### config.mk
export PLATFORM = sky130hd
export DESIGN_NAME = xlate_check
export DESIGN_NICKNAME = d
export VERILOG_FILES = /design/src/rtl/xlc_pkg.sv /design/src/rtl/xlc_rst_sync.sv /design/src/rtl/xlc_align.sv /design/src/rtl/xlc_vmap.sv /design/src/rtl/xlc_pcheck.sv /design/src/rtl/xlate_check.sv
export SDC_FILE = /design/constraint.sdc
export NUM_CORES = 1
export LEC_CHECK = 0
export ABC_AREA = 1
export BUFFER_PORTS_ARGS = -buffer_cell sky130_fd_sc_hd__buf_4
export CAP_MARGIN = 0
export CORE_MARGIN = 10
export CORE_UTILIZATION = 45
export CTS_BUF_LIST = sky130_fd_sc_hd__clkbuf_4 sky130_fd_sc_hd__clkbuf_8
export DETAILED_ROUTE_END_ITERATION = 7
export PLACE_DENSITY = 0.88
export SLEW_MARGIN = 0
export SYNTH_ARGS = -nofsm -noshare
export SYNTH_HDL_FRONTEND = slang
export SYNTH_SLANG_ARGS = --single-unit
### constraint.sdc
create_clock -name clk -period 2.45 [get_ports clk]
set_clock_uncertainty 0.2 [all_clocks]
set_input_delay 0.49 -clock clk [delete_from_list [all_inputs] [get_ports clk]]
set_output_delay 0.49 -clock clk [all_outputs]
set_load 0.005 [all_outputs]
### src/rtl/xlc_pkg.sv
package xlc_pkg;

  typedef enum logic [1:0] {
    KIND_FETCH = 2'd0,
    KIND_READ  = 2'd1,
    KIND_WRITE = 2'd2,
    KIND_RSVD  = 2'd3
  } kind_e;

  typedef enum logic [3:0] {
    FLT_NONE      = 4'd0,
    FLT_ALIGN     = 4'd1,
    FLT_I_ACV     = 4'd2,
    FLT_I_PAGE    = 4'd3,
    FLT_D_ACV     = 4'd4,
    FLT_D_PAGE    = 4'd5,
    FLT_D_MISS    = 4'd6,
    FLT_D_MISS_PT = 4'd7,
    FLT_MCHK      = 4'd8,
    FLT_UNIMP     = 4'd9
  } fault_e;

  localparam int ST_W     = 8;
  localparam int ST_WR    = 0;
  localparam int ST_ACV   = 1;
  localparam int ST_FONR  = 2;
  localparam int ST_FONW  = 3;
  localparam int ST_BADVA = 4;
  localparam int ST_MISS  = 5;

  localparam int MODE_W    = 2;
  localparam int NUM_MODES = 1 << MODE_W;
  localparam logic [MODE_W-1:0] MODE_KERNEL = '0;

endpackage

### src/rtl/xlc_rst_sync.sv
module xlc_rst_sync #(
  parameter int STAGES = 2
) (
  input  logic clk,
  input  logic rst_n,
  output logic rst_sync_n
);
  logic [STAGES-1:0] sync_q;

  always_ff @(posedge clk or negedge rst_n) begin
    if (!rst_n) sync_q <= '0;
    else        sync_q <= {sync_q[STAGES-2:0], 1'b1};
  end

  assign rst_sync_n = sync_q[STAGES-1];
endmodule

### src/rtl/xlc_align.sv
module xlc_align #(
  parameter int SZ_W = 4
) (
  input  logic [SZ_W-1:0] va_lo,
  input  logic [SZ_W-1:0] size,
  input  logic            is_data,
  output logic            misaligned
);
  logic [SZ_W-1:0] size_mask;

  always_comb begin
    size_mask  = size - SZ_W'(1);
    misaligned = is_data && (|(va_lo & size_mask));
  end
endmodule

### src/rtl/xlc_vmap.sv
module xlc_vmap
  import xlc_pkg::*;
#(
  parameter int VA_W       = 64,
  parameter int PA_W       = 44,
  parameter int PAGE_SHIFT = 13,
  parameter int PPN_W      = 32,
  parameter int SP_HI      = 47,
  parameter int SP_LO      = 41,
  parameter int SP_TAG     = 126
) (
  input  logic [VA_W-1:0]      va,
  input  logic                 is_fetch,
  input  logic                 is_write,
  input  logic                 priv_pc,
  input  logic                 phys,
  input  logic                 ptacc,
  input  logic                 altflag,
  input  logic [MODE_W-1:0]    cur_mode,
  input  logic [MODE_W-1:0]    alt_mode,
  input  logic                 tlb_hit,
  input  logic [PPN_W-1:0]     tlb_ppn,
  input  logic [NUM_MODES-1:0] rd_ok,
  input  logic [NUM_MODES-1:0] wr_ok,
  input  logic                 fonr,
  input  logic                 fonw,
  output logic                 lookup_need,
  output fault_e               flt,
  output logic [ST_W-1:0]      st,
  output logic [VA_W-1:0]      pa,
  output logic                 bypass
);
  localparam int SIGN_BIT = PA_W - 4;
  localparam int HI_PAD   = VA_W - PA_W;
  localparam int HIT_PAD  = VA_W - PPN_W - PAGE_SHIFT;
  localparam int SP_W     = SP_HI - SP_LO + 1;
  localparam logic [SP_W-1:0] SP_TAG_V = SP_TAG[SP_W-1:0];

  logic [MODE_W-1:0] eff_mode;
  logic              canon;
  logic              in_window;
  logic [VA_W-1:0]   win_pa;
  logic [VA_W-1:0]   hit_pa;
  logic [VA_W-1:0]   priv_fetch_pa;
  logic              perm_ok;
  logic              fon;

  // mode used for checks: privileged data accesses run in kernel or alternate mode
  always_comb begin
    eff_mode = cur_mode;
    if (!is_fetch && priv_pc) eff_mode = altflag ? alt_mode : MODE_KERNEL;
  end

  always_comb begin
    canon     = (&va[VA_W-1:PA_W-2]) || !(|va[VA_W-1:PA_W-2]);
    in_window = (va[SP_HI:SP_LO] == SP_TAG_V);
    if (va[SIGN_BIT])
      win_pa = {{HI_PAD{1'b0}}, {(PA_W-SIGN_BIT){1'b1}}, va[SIGN_BIT-1:0]};
    else
      win_pa = {{(VA_W-SIGN_BIT){1'b0}}, va[SIGN_BIT-1:0]};
    hit_pa        = {{HIT_PAD{1'b0}}, tlb_ppn, va[PAGE_SHIFT-1:2],
                     (is_fetch ? 2'b00 : va[1:0])};
    priv_fetch_pa = {{HI_PAD{1'b0}}, va[PA_W-1:2], 2'b00};
    perm_ok       = is_write ? wr_ok[eff_mode] : rd_ok[eff_mode];
    fon           = is_write ? fonw : fonr;
  end

  // fixed priority of translation checks
  always_comb begin
    flt         = FLT_NONE;
    st          = '0;
    pa          = va;
    bypass      = 1'b0;
    lookup_need = 1'b0;
    if (is_fetch && priv_pc) begin
      pa     = priv_fetch_pa;
      bypass = 1'b1;
    end else if (phys) begin
      pa = va;
    end else if (!canon) begin
      if (is_fetch) begin
        flt = FLT_I_ACV;
      end else begin
        flt          = FLT_D_PAGE;
        st[ST_BADVA] = 1'b1;
        st[ST_WR]    = is_write;
      end
    end else if (in_window) begin
      if (eff_mode != MODE_KERNEL) begin
        if (is_fetch) begin
          flt = FLT_I_ACV;
        end else begin
          flt        = FLT_D_ACV;
          st[ST_ACV] = 1'b1;
          st[ST_WR]  = is_write;
        end
      end else begin
        pa = win_pa;
      end
    end else begin
      lookup_need = 1'b1;
      pa          = hit_pa;
      if (!tlb_hit) begin
        if (is_fetch) begin
          flt = FLT_I_PAGE;
        end else begin
          flt         = ptacc ? FLT_D_MISS_PT : FLT_D_MISS;
          st[ST_MISS] = 1'b1;
          st[ST_WR]   = is_write;
        end
      end else if (is_fetch) begin
        if (!rd_ok[eff_mode]) flt = FLT_I_ACV;
      end else if (!perm_ok) begin
        flt         = is_write ? FLT_D_PAGE : FLT_D_ACV;
        st[ST_WR]   = is_write;
        st[ST_ACV]  = 1'b1;
        st[ST_FONW] = is_write && fonw;
        st[ST_FONR] = !is_write && fonr;
      end else if (fon) begin
        flt         = FLT_D_PAGE;
        st[ST_WR]   = is_write;
        st[ST_FONW] = is_write;
        st[ST_FONR] = !is_write;
      end
    end
  end
endmodule

### src/rtl/xlc_pcheck.sv
module xlc_pcheck
  import xlc_pkg::*;
#(
  parameter int VA_W     = 64,
  parameter int PA_W     = 44,
  parameter int STRIP_LO = 35
) (
  input  logic [VA_W-1:0] pa_in,
  input  logic            is_fetch,
  output fault_e          flt,
  output logic [VA_W-1:0] pa_out,
  output logic            uncached
);
  localparam int UC_BIT = PA_W - 1;

  logic out_of_range;
  logic uc_region;
  logic reg_space;

  always_comb begin
    out_of_range = |pa_in[VA_W-1:PA_W];
    uc_region    = pa_in[UC_BIT];
    reg_space    = uc_region && (&pa_in[PA_W-2:PA_W-3]);
    pa_out       = pa_in;
    if (uc_region) pa_out[PA_W-2:STRIP_LO] = '0;
    flt      = FLT_NONE;
    uncached = 1'b0;
    if (out_of_range)                flt = FLT_MCHK;
    else if (reg_space)              flt = FLT_UNIMP;
    else if (uc_region && is_fetch)  flt = FLT_UNIMP;
    else                             uncached = uc_region;
  end
endmodule

### src/rtl/xlate_check.sv
module xlate_check
  import xlc_pkg::*;
#(
  parameter int VA_W       = 64,
  parameter int PA_W       = 44,
  parameter int PAGE_SHIFT = 13,
  parameter int PPN_W      = 32,
  parameter int ASN_W      = 8,
  parameter int SZ_W       = 4,
  parameter int SP_HI      = 47,
  parameter int SP_LO      = 41,
  parameter int SP_TAG     = 126,
  parameter int STRIP_LO   = 35
) (
  input  logic                  clk,
  input  logic                  rst_n,
  input  logic                  req_valid,
  input  logic [VA_W-1:0]       req_vaddr,
  input  logic [SZ_W-1:0]       req_size,
  input  logic [1:0]            req_kind,
  input  logic                  req_phys,
  input  logic                  req_ptacc,
  input  logic                  req_alt,
  input  logic                  req_priv_pc,
  input  logic [1:0]            cur_mode,
  input  logic [1:0]            alt_mode,
  input  logic [ASN_W-1:0]      cur_asn,
  output logic                  tlb_lookup,
  output logic [VA_W-PAGE_SHIFT-1:0] tlb_vpn,
  output logic [ASN_W-1:0]      tlb_asn,
  input  logic                  tlb_hit,
  input  logic [PPN_W-1:0]      tlb_ppn,
  input  logic [3:0]            tlb_rd_ok,
  input  logic [3:0]            tlb_wr_ok,
  input  logic                  tlb_fonr,
  input  logic                  tlb_fonw,
  output logic                  rsp_valid,
  output logic [VA_W-1:0]       rsp_paddr,
  output logic                  rsp_uncached,
  output logic [3:0]            rsp_fault,
  output logic [ST_W-1:0]       rsp_status
);
  logic rst_sync_n;
  logic is_fetch, is_write, misaligned;
  logic lookup_need, vm_bypass, pc_uc;
  fault_e vm_flt, pc_flt;
  logic [ST_W-1:0] vm_st;
  logic [VA_W-1:0] vm_pa, pc_pa;

  fault_e          nxt_fault;
  logic [ST_W-1:0] nxt_status;
  logic [VA_W-1:0] nxt_paddr;
  logic            nxt_uc;

  fault_e          fault_q;
  logic [ST_W-1:0] status_q;
  logic [VA_W-1:0] paddr_q;
  logic            uc_q;
  logic            valid_q;

  assign is_fetch = (req_kind == KIND_FETCH);
  assign is_write = (req_kind == KIND_WRITE);

  xlc_rst_sync #(.STAGES(2)) u_rst (
    .clk(clk), .rst_n(rst_n), .rst_sync_n(rst_sync_n)
  );

  xlc_align #(.SZ_W(SZ_W)) u_align (
    .va_lo(req_vaddr[SZ_W-1:0]), .size(req_size),
    .is_data(!is_fetch), .misaligned(misaligned)
  );

  xlc_vmap #(
    .VA_W(VA_W), .PA_W(PA_W), .PAGE_SHIFT(PAGE_SHIFT), .PPN_W(PPN_W),
    .SP_HI(SP_HI), .SP_LO(SP_LO), .SP_TAG(SP_TAG)
  ) u_vmap (
    .va(req_vaddr), .is_fetch(is_fetch), .is_write(is_write),
    .priv_pc(req_priv_pc), .phys(req_phys), .ptacc(req_ptacc),
    .altflag(req_alt), .cur_mode(cur_mode), .alt_mode(alt_mode),
    .tlb_hit(tlb_hit), .tlb_ppn(tlb_ppn), .rd_ok(tlb_rd_ok),
    .wr_ok(tlb_wr_ok), .fonr(tlb_fonr), .fonw(tlb_fonw),
    .lookup_need(lookup_need), .flt(vm_flt), .st(vm_st),
    .pa(vm_pa), .bypass(vm_bypass)
  );

  xlc_pcheck #(.VA_W(VA_W), .PA_W(PA_W), .STRIP_LO(STRIP_LO)) u_pcheck (
    .pa_in(vm_pa), .is_fetch(is_fetch),
    .flt(pc_flt), .pa_out(pc_pa), .uncached(pc_uc)
  );

  assign tlb_lookup = req_valid && lookup_need;
  assign tlb_vpn    = req_vaddr[VA_W-1:PAGE_SHIFT];
  assign tlb_asn    = cur_asn;

  // next-state: pick the first failing stage
  always_comb begin
    nxt_fault  = FLT_NONE;
    nxt_status = '0;
    nxt_paddr  = '0;
    nxt_uc     = 1'b0;
    if (misaligned) begin
      nxt_fault         = FLT_ALIGN;
      nxt_status[ST_WR] = is_write;
    end else if (vm_flt != FLT_NONE) begin
      nxt_fault  = vm_flt;
      nxt_status = vm_st;
    end else if (vm_bypass) begin
      nxt_paddr = vm_pa;
    end else begin
      nxt_fault = pc_flt;
      nxt_paddr = pc_pa;
      nxt_uc    = pc_uc;
    end
    if (nxt_fault != FLT_NONE) begin
      nxt_paddr = '0;
      nxt_uc    = 1'b0;
    end
  end

  always_ff @(posedge clk or negedge rst_sync_n) begin
    if (!rst_sync_n) valid_q <= 1'b0;
    else             valid_q <= req_valid;
  end

  always_ff @(posedge clk) begin
    if (req_valid) begin
      fault_q  <= nxt_fault;
      status_q <= nxt_status;
      paddr_q  <= nxt_paddr;
      uc_q     <= nxt_uc;
    end
  end

  assign rsp_valid    = valid_q;
  assign rsp_fault    = fault_q;
  assign rsp_status   = status_q;
  assign rsp_paddr    = paddr_q;
  assign rsp_uncached = uc_q;
endmodule

==> out/results.tsv, run 1 <==
stage	metric	value	unit
cts	TritonCTS clock tree	built	
drt	DRC violations left	0	
setup_path	most used cell along the critical path	nand3_2	
setup_path	CP top delay family	simple AND/OR/NAND/NOR gates	
setup_path	CP Cell Sequence	buf_6 -> or2_0 -> nor2_1 -> nand3_2 -> nand2_4 -> nand3_4 -> o211ai_1 -> nand4_1 -> nor2_4 -> nand3_2 -> nand3_2 -> inv_4 -> nand2_8 -> buf_12 -> nor2_4	
power_and_ir_drop	cell leakage power	0.00357	uW
drt	routed wl met3	1490	um
timing	final worst-path cycle share	101	%
yosys	Mapped Area	4820	um^2
drt	M1 WL	6160	um
cts	# H-tree levels	3	
layout	share of cells above drive strength 1	57.5	%
drt	via count	4510	
timing	Setup Viol. Count Final	30	
placement	post-DP HPWL	13900	um
layout	multi-input logic area	2030	um^2
yosys	Seq/Total Area, Yosys	48.2	%
setup_path	startpoint types	input port	
global_route	first-pass GRT wire length	24800	um
power_and_ir_drop	peak supply drop	0.291	mV
die	die area	15300	um^2
layout	FF+latch area	2330	um^2
cts	Clock Latency Late Sink	0.34	ns
layout	fin cells	943	
setup_path	Worst Setup SP	req_vaddr[56]	
timing	final hold vios	0	
placement	placed cells	913	
global_route	vias in the first global route	4678	
setup_path	CP Data Arrival Time	2.38	ns
setup_path	CP required	2.35	ns
drt	detailed-route wire length per cell	18.3	um
layout	most common cell after layout, fill and taps aside	buf_4	
cts	CTS buffer count	9	
yosys	dominant cell type by area after synthesis	edfxtp_1	
die	placeable core region	10400	um^2
cts	Clock Pin Slew Worst Setup and Hold Paths	0.07	ns
die	die extent in y	124	um
yosys	top area cells in the synthesized netlist	edfxtp_1, buf_4, nand2_1	
setup_path	Critical Path Sink Type	flip-flop	
placement	GPL Wtd Cong	0.845	
yosys	asr flop ratio synth	3.85	%
timing	Setup WS post-layout	-0.0337	ns
setup_path	Critical Setup Path Class	input port to flip-flop	
yosys	synthesized area per cell	9.82	um^2
setup_path	crit-path max cell delay	0.23	ns
timing	final max-slew violation count	0	
worst_hold_path	HP Class	flip-flop to flip-flop	
yosys	top_reg_cell synth	edfxtp_1	
layout	Final nets	935	
run_status	violated checks	setup timing	
drt	DRT Wirelength	17200	um
drt	Antenna Nets Post-Route	0	
layout	Layout area overhead	60.1	%
global_route	GR Overflow Total	0	
timing	min cycle time layout	2.48	ns
drt	initial DRC count	303	
timing	Fin Hold WS	0.171	ns
worst_hold_path	Hold Crit Start	u_rst.sync_q[0]	
placement	Port Buffer Count	251	
power_and_ir_drop	pwr/cell area	452	nW/um^2
run_status	outcome	finished with violations	
global_route	Total Routing Usage GR	21.1	%
yosys	Cells after Synth	491	
cts	Max Root-Sink Buffers	2	
yosys	Netlist cell types	36	
run	Max Cap Violations	0	
timing	RSZ-0062 raised after global routing	yes	
setup_path	Slowest-stage cell, CP	or2_0	
yosys	Yosys reg bits	78	
setup_path	reg2reg start	u_rst.sync_q[1]	
layout	most frequent cells in the layout	buf_4, nand2_1, edfxtp_1	
yosys	number of synthesized flops with an enable pin	75	
setup_path	crit path buf inv count	3	
timing	Max Fclk	403	MHz
global_route	largest net degree at the start of global routing	56	
cts	Root Buffer	clkbuf_8	
layout	Layout fillers	698	
layout	antenna fix cells	0	
cts	clk sink count	78	
yosys	synth warn	0	
die	FP Rows	37	
die	io pins	270	
drt	1st-pass router iterations	8	
drt	Max Used Layer	met4	
die	starting density of the core	46.5	%
global_route	antenna violations before repair	0	
die	die width	124	um
drt	metal2 WL	9160	um
yosys	Yosys top cell area share	46.7	%
drt	Via density	4.78	
setup_path	CP max FO	7	
placement	pre-CTS setup slack	-0.394	ns
[flip-flops by register name, indices dropped and copies added, names as in the netlist]
name          count
rsp_status        6
rsp_paddr        64
u_rst.sync_q      2
rsp_valid         1
rsp_fault         4
rsp_uncached      1
[final timing paths]
path / slack [ns] / end / depth (start not counted)
setup / recovery: -0.03 / rsp_paddr[20] / 15
max in group asynchronous: 1.60 / rsp_valid / 1
hold / removal: 0.17 / u_rst.sync_q[1] / 0
min in group asynchronous: 0.28 / u_rst.sync_q[1] / 2
hold reg to reg: 0.17 / u_rst.sync_q[1] / 0
setup reg to reg: 1.60 / rsp_valid / 1
[power breakdown]
group / switching (uW) / total [uW] / internal [uW] / leakage, uW
Combinational: 425 / 931 / 507 / 0.00272
Sequential: 36.7 / 1610 / 1570 / 0.000755
Clock: 446 / 949 / 502 / 0.000102
Total: 907 / 3490 / 2580 / 0.00357
[cells in the mapped netlist (2+ instances only)]
cell and number:
or2_2 3, nand3_2 8, o21ai_1 3, nand2_2 11, mux2i_1 22, edfxtp_1 75, nand2_1 88, nor2_1 54
conb_1 2, nand3_4 2, inv_1 46, nor4_1 2, buf_4 63, nand4_1 3, nand2_4 5, buf_12 3
inv_2 7, nand3_1 20, nor2_4 28, nor2_2 6, buf_2 3, dfrtp_1 3, a21oi_1 6, o21ai_0 8
o211ai_1 9
[stage by stage]
step	instance area (um^2)	util, %	total power (uW)	TNS, ns
2_1_floorplan	4950	-	1980	0
3_3_place_gp	7160	69.1	2480	-15.08
3_5_place_dp	7160	69.1	2510	-16.75
4_1_cts	7450	71.8	3460	-0.0155
5_1_grt	7720	74.5	3650	-4.90
6_report	7720	74.5	3490	-0.396
[layout make-up]
type / instances / share of cell area [%]
multi-input combinational: 312 / 26.3
sequential: 78 / 30.1
clock buffer: 12 / 1.90
tap: 136 / 2.20
clock inverter: 4 / 0.616
inverter: 53 / 2.80
timing repair buffer: 348 / 36.0
[metal layers]
metal	GRT usage [%]	vias to the layer above
met2	39.2	251
met1	22.5	2082
met5	0	-
li1	-	2149
met3	5.24	28
met4	7.86	0
[cell families after synthesis]
kind of cell	Yosys count	synth area share [%]
fa+ha+maj	1	0.259
xor+xnor	1	0.182
compound gates	29	3.61
buf+inv	123	15.6
simple gates	235	27.4
other cells	2	0.156
mux	22	4.57
flops	78	48.2
[what timing repair did]
action | CTS | global route
gates cloned | 2 | 1
hold endpoints to repair | 3 | 0
endpoints found under the setup margin | 22 | 48
pin swaps | 7 | 28
resized for setup | 7 | 51
hold buffers | 2 | 0
buffers inserted | 1 | 8
No activity file was read; power rests on OpenSTA's default activity.
==> run 2, diff against run 1 <==
--- a/config.mk
+++ b/config.mk
@@ -12,8 +12,9 @@
 export CORE_UTILIZATION = 45
 export CTS_BUF_LIST = sky130_fd_sc_hd__clkbuf_4 sky130_fd_sc_hd__clkbuf_8
 export DETAILED_ROUTE_END_ITERATION = 7
-export PLACE_DENSITY = 0.88
+export PLACE_DENSITY = 0.83
 export SLEW_MARGIN = 0
 export SYNTH_ARGS = -nofsm -noshare
 export SYNTH_HDL_FRONTEND = slang
+export SYNTH_HIERARCHICAL = 1
 export SYNTH_SLANG_ARGS = --single-unit
==> out/results.tsv, run 2 <==
stage	metric	value	unit	change
run_status	outcome	finished with violations		unchanged
run_status	violated checks	setup timing		unchanged
drt	detailed-route wire length per cell	16.5	um	was 18.3 um
cts	Clock Latency Late Sink	0.35	ns	was 0.34 ns
layout	Final nets	1152		was 935
layout	post-route cell area	9200	um^2	was 7720 um^2
die	placeable core region	13800	um^2	was 10400 um^2
layout	Layout area overhead	46.7	%	was 60.1%
yosys	number of synthesized flops with an enable pin	77		was 75
cts	Root Buffer	clkbuf_8		unchanged
layout	most common cell after layout, fill and taps aside	buf_4		unchanged
placement	placed cell area	8230	um^2	was 7160 um^2
yosys	Seq/Total Area, Yosys	38.1	%	was 48.2%
yosys	top area cells in the synthesized netlist	edfxtp_1, buf_4, mux2i_1		was edfxtp_1, buf_4, nand2_1
cts	clk sink count	80		was 78
layout	most frequent cells in the layout	buf_4, nand2_1, edfxtp_1		unchanged
worst_hold_path	HP Class	flip-flop to flip-flop		unchanged
timing	min cycle time layout	3.31	ns	was 2.48 ns
cts	Clock Pin Slew Worst Setup and Hold Paths	0.09	ns	was 0.07 ns
global_route	antenna violations before repair	0		unchanged
layout	fin cells	1204		was 943
timing	final max-slew violation count	0		unchanged
drt	via count	5754		was 4510
yosys	Yosys reg bits	80		was 78
layout	FF+latch area	2390	um^2	was 2330 um^2
drt	DRC violations left	0		unchanged
cts	TritonCTS clock tree	built		unchanged
yosys	synthesized area per cell	8.32	um^2	was 9.82 um^2
timing	Setup WS post-layout	-0.859	ns	was -0.0337 ns
die	die width	138	um	was 124 um
worst_hold_path	Hold Crit Start	u_rst/sync_q[0]		was u_rst.sync_q[0]
timing	final worst-path cycle share	135	%	was 101%
run	Max Cap Violations	0		unchanged
placement	post-DP HPWL	14000	um	was 13900 um
layout	Largest register FFs	64		unchanged
placement	GPL Wtd Cong	0.849		was 0.845
timing	Setup Viol. Count Final	74		was 30
setup_path	Critical Path Sink Type	flip-flop		unchanged
drt	DRT Wirelength	19800	um	was 17200 um
layout	multi-input logic area	2690	um^2	was 2030 um^2
die	die area	19100	um^2	was 15300 um^2
cts	# H-tree levels	3		unchanged
yosys	Netlist cell types	34		was 36
timing	Max Fclk	302	MHz	was 403 MHz
placement	Port Buffer Count	253		was 251
die	starting density of the core	45.5	%	was 46.5%
global_route	Total Routing Usage GR	18.1	%	was 21.1%
yosys	Yosys top cell area share	36.9	%	was 46.7%
yosys	Mapped Area	6270	um^2	was 4820 um^2
drt	Via density	4.78		about the same
drt	initial DRC count	284		was 303
setup_path	CP required	2.37	ns	was 2.35 ns
cts	Max Root-Sink Buffers	2		unchanged
layout	Layout fillers	1054		was 698
placement	placed cells	1149		was 913
setup_path	CP Data Arrival Time	3.23	ns	was 2.38 ns
setup_path	startpoint types	input port		unchanged
global_route	vias in the first global route	5645		was 4678
yosys	dominant cell type by area after synthesis	edfxtp_1		unchanged
power_and_ir_drop	cell leakage power	0.00434	uW	was 0.00357 uW
yosys	synth warn	6		was 0
timing	RSZ-0062 raised after global routing	yes		unchanged
global_route	GR Overflow Total	0		unchanged
setup_path	CP max FO	6		was 7
yosys	top_reg_cell synth	edfxtp_1		unchanged
timing	Tightest Pin Transition	0.561	ns	
power_and_ir_drop	pwr/cell area	432	nW/um^2	was 452 nW/um^2
layout	antenna fix cells	0		unchanged
timing	Slew HR	62.6	%	
setup_path	reg2reg start	u_rst/sync_q[1]		was u_rst.sync_q[1]
yosys	asr flop ratio synth	3.75	%	was 3.85%
yosys	Cells after Synth	754		was 491
die	io pins	270		unchanged
drt	1st-pass router iterations	5		was 8
power_and_ir_drop	peak supply drop	0.219	mV	was 0.291 mV
global_route	largest net degree at the start of global routing	53		was 56
yosys	top post-synthesis cells by count	nand2_1, buf_4, nor2_1		was nand2_1, edfxtp_1, buf_4
yosys	most common cell in the netlist	nand2_1		unchanged
cts	CTS buffer count	9		unchanged
global_route	first-pass GRT wire length	28700	um	was 24800 um
setup_path	Worst Setup SP	req_vaddr[45]		was req_vaddr[56]
die	die extent in y	138	um	was 124 um
die	FP Rows	43		was 37
setup_path	Critical Setup Path Class	input port to flip-flop		unchanged
drt	Antenna Nets Post-Route	0		unchanged
timing	final hold vios	0		unchanged
layout	share of cells above drive strength 1	55.0	%	was 57.5%
run 2: path summary, 6_finish.rpt:
path	to	slack, ns	depth (start not counted)
setup reg to reg	rsp_valid	1.58	1
max in group asynchronous	rsp_valid	1.58	1
hold / removal	u_rst/sync_q[1]	0.16	0
setup / recovery	rsp_paddr[43]	-0.86	24
min in group asynchronous	u_rst/sync_q[1]	0.23	2
hold reg to reg	u_rst/sync_q[1]	0.16	0
run 2: layout make-up:
cell class / instances / share of cell area, %
Timing Repair Buffer: 405 / 36.7
Multi-Input combinational cell: 442 / 29.2
Sequential cell: 80 / 26.0
Inverter: 81 / 3.46
Tap cell: 180 / 2.45
Clock buffer: 9 / 1.35
Clock inverter: 7 / 0.857
run 2: cells by family (layout without fill, tap and decap cells):
logic type	count (synthesis)	after routing	share of synthesized area, %
adders and majority gates	1	1	0.200
AOI/OAI and AO/OA	22	22	2.12
muxes	64	64	10.2
other	3	6	0.180
buffers and inverters	235	502	23.8
and+or+nand+nor	349	349	25.4
DFF	80	80	38.1
run 2: routing by layer:
layer,track usage (%),vias up,routed length (um)
met2,33.2,258,10600
met5,0,-,0
li1,-,2786,-
met3,3.60,50,1350
met1,19.8,2660,7300
met4,7.27,0,588
run 2: repair_timing:
action | CTS | global route
hold buffers | 2 | 0
setup buffers | 23 | 14
pin swaps | 16 | 39
endpoints found under the setup margin | 73 | 74
gates cloned | 3 | 4
resized for setup | 37 | 65
hold endpoints to repair | 3 | 0
run 2: worst max-delay path, stage by stage:
cell	delay, ns
buf_8	0.08
inv_4	0.03
nor3_4	0.20
nand2_1	0.10
nor2_1	0.09
nand2_1	0.10
nand2_4	0.11
nand2_4	0.06
o21ai_4	0.17
buf_12	0.15
buf_16	0.13
nor2_4	0.05
nor2_2	0.11
nand2_1	0.08
nor2_2	0.17
nand3_2	0.13
nor2_2	0.14
nand2_1	0.10
o21ai_2	0.20
nor2_2	0.08
nand2_4	0.11
buf_12	0.15
clkbuf_16	0.16
nor2_2	0.04
run 2: through the flow:
| stage | utilization [%] | hold WS (ns) | total power (uW) | setup WS [ns] | setup TNS [ns] |
|---|---|---|---|---|---|
| 4_1_cts | 64.1 | 0.166 | 3880 | -0.558 | -35.06 |
| 3_5_place_dp | 59.7 | -0.203 | 2780 | -0.906 | -61.32 |
| 6_report | 66.8 | 0.163 | 3980 | -0.859 | -55.26 |
| 5_1_grt | 66.8 | 0.179 | 4160 | -0.922 | -59.79 |
| 2_1_floorplan | - | -0.206 | 2260 | -0.750 | -47.32 |
| 3_3_place_gp | 59.7 | -0.205 | 2750 | -0.811 | -54.72 |
run 2: power breakdown:
| group | internal (uW) | switching [uW] |
|---|---|---|
| Clock | 481 | 543 |
| Combinational | 700 | 593 |
| Sequential | 1630 | 32.0 |
==> run 3, diff against run 2 <==
--- a/config.mk
+++ b/config.mk
@@ -8,6 +8,7 @@
 export ABC_AREA = 1
 export BUFFER_PORTS_ARGS = -buffer_cell sky130_fd_sc_hd__buf_4
 export CAP_MARGIN = 0
+export CORE_ASPECT_RATIO = 0.9
 export CORE_MARGIN = 10
 export CORE_UTILIZATION = 45
 export CTS_BUF_LIST = sky130_fd_sc_hd__clkbuf_4 sky130_fd_sc_hd__clkbuf_8
==> out/results.tsv, run 3 (synthesis gave the netlist of run 2 again) <==
stage	metric	value	unit	change
timing	Setup WS post-layout	-0.679	ns	was -0.859 ns
layout	most common cell after layout, fill and taps aside	buf_4		unchanged
drt	via count	5538		was 5754
global_route	Total Routing Usage GR	18.4	%	was 18.1%
setup_path	CP max FO	22		was 6
timing	RSZ-0062 raised after global routing	yes		unchanged
layout	Final nets	1132		was 1152
timing	Fin Hold WS	0.153	ns	was 0.163 ns
layout	most frequent cells in the layout	buf_4, nand2_1, edfxtp_1		unchanged
timing	min cycle time layout	3.13	ns	was 3.31 ns
die	FP Rows	40		was 43
cts	clk sink count	80		unchanged
run_status	outcome	finished with violations		unchanged
drt	Antenna Nets Post-Route	0		unchanged
drt	DRC violations left	0		unchanged
setup_path	startpoint types	input port		unchanged
die	die area	19100	um^2	about the same
die	placeable core region	13500	um^2	was 13800 um^2
cts	Max Root-Sink Buffers	2		unchanged
die	io pins	270		unchanged
timing	final hold vios	0		unchanged
power_and_ir_drop	Total Power	3920	uW	was 3980 uW
setup_path	CP required	2.38	ns	was 2.37 ns
run	Max Cap Violations	0		unchanged
setup_path	CP Data Arrival Time	3.06	ns	was 3.23 ns
cts	TritonCTS clock tree	built		unchanged
power_and_ir_drop	cell leakage power	0.00420	uW	was 0.00434 uW
die	starting density of the core	46.4	%	was 45.5%
power_and_ir_drop	peak supply drop	0.290	mV	was 0.219 mV
drt	DRT Wirelength	19400	um	was 19800 um
drt	1st-pass router iterations	4		was 5
global_route	antenna violations before repair	1		was 0
global_route	largest net degree at the start of global routing	44		was 53
layout	share of cells above drive strength 1	50.9	%	was 55.0%
drt	Via density	4.72		was 4.78
placement	post-DP HPWL	14700	um	was 14000 um
timing	final worst-path cycle share	128	%	was 135%
timing	Setup Viol. Count Final	73		was 74
setup_path	Critical Path Sink Type	flip-flop		unchanged
worst_hold_path	HP Class	flip-flop to flip-flop		unchanged
timing	Slew HR	63.7	%	was 62.6%
layout	fin cells	1173		was 1204
timing	Tightest Pin Transition	0.544	ns	was 0.561 ns
worst_hold_path	hold path depth	0		unchanged
layout	Final Util	65.2	%	was 66.8%
placement	Port Buffer Count	253		unchanged
timing	Max Fclk	320	MHz	was 302 MHz
cts	Clock Pin Slew Worst Setup and Hold Paths	0.08	ns	was 0.09 ns
timing	final setup TNS	-42.59	ns	was -55.26 ns
drt	detailed-route wire length per cell	16.6	um	was 16.5 um
setup_path	path depth of the worst reg2reg path	1		unchanged
layout	Layout area overhead	40.5	%	was 46.7%
layout	Largest register FFs	64		unchanged
global_route	first-pass GRT wire length	27800	um	was 28700 um
cts	Clock Latency Late Sink	0.37	ns	was 0.35 ns
global_route	vias in the first global route	5485		was 5645
setup_path	Critical Setup Path Class	input port to flip-flop		unchanged
drt	initial DRC count	314		was 284
cts	CTS buffer count	9		unchanged
timing	final max-slew violation count	0		unchanged
die	die width	144	um	was 138 um
cts	# H-tree levels	3		unchanged
power_and_ir_drop	pwr/cell area	445	nW/um^2	was 432 nW/um^2
die	die extent in y	132	um	was 138 um
cts	Root Buffer	clkbuf_8		unchanged
placement	GPL Wtd Cong	0.908		was 0.849
placement	placed cells	1133		was 1149
global_route	GR Overflow Total	0		unchanged
run_status	violated checks	setup timing		unchanged
run 3: per-stage QoR:
stage | instance area [um^2] | worst slack (ns)
final | 8810 | -0.679
after global routing | 8810 | -0.832
after CTS | 8430 | -0.431
after detailed placement | 8150 | -0.908
after global placement | 8150 | -0.834
after floorplan | 6330 | -0.750
run 3: where the power goes:
part	leakage (uW)	internal (uW)	switching, uW	total, uW
combinational	0.00333	610	541	1150
sequential	0.000770	1630	32.4	1660
clock	0.000106	575	533	1110
run 3: worst paths after layout:
path	from	end	slack (ns)
max	req_vaddr[56]	rsp_paddr[56]	-0.68
min	u_rst/sync_q[0]	u_rst/sync_q[1]	0.15
max reg2reg	u_rst/sync_q[1]	rsp_valid	1.61
min reg2reg	u_rst/sync_q[0]	u_rst/sync_q[1]	0.15
max in group asynchronous	u_rst/sync_q[1]	rsp_valid	1.61
min in group asynchronous	rst_n	u_rst/sync_q[0]	0.23
run 3: metal layers:
layer / vias up / wire length (um) / global-route usage [%]
li1: 2756 / - / -
met1: 2552 / 7610 / 20.8
met2: 196 / 9950 / 31.7
met3: 34 / 1390 / 5.84
met4: 0 / 489 / 6.00
met5: - / 0 / 0
run 3: repair_timing:
item	in CTS	in global routing
pin swaps	2	17
cloned	0	5
hold buffers	2	0
setup endpoints to repair	73	74
buffers inserted	0	16
resized for setup	15	38
hold endpoints to repair	3	0
run 3: layout make-up:
class / count / area (um^2)
Timing Repair Buffer: 385 / 3080
Clock inverter: 7 / 95.1
Sequential cell: 80 / 2390
Multi-Input combinational cell: 442 / 2590
Inverter: 81 / 319
Tap cell: 168 / 210
Fill cell: 1079 / 4700
Antenna cell: 1 / 2.50
Clock buffer: 9 / 124
run 3: critical path, cell delays in order:
cell       delay, ns
buf_4           0.12
inv_1           0.07
nand4_1         0.12
nor2_2          0.18
nand3_2         0.10
nand2_4         0.10
nand2_4         0.06
o21ai_4         0.19
buf_12          0.14
clkbuf_16       0.13
nor2_1          0.06
nor2_1          0.13
nand2_1         0.10
nor2_4          0.13
nand3_2         0.09
nor2_1          0.10
nand2_1         0.07
o21ai_2         0.16
nor2_2          0.07
nand2_4         0.15
buf_12          0.20
nor2_1          0.06
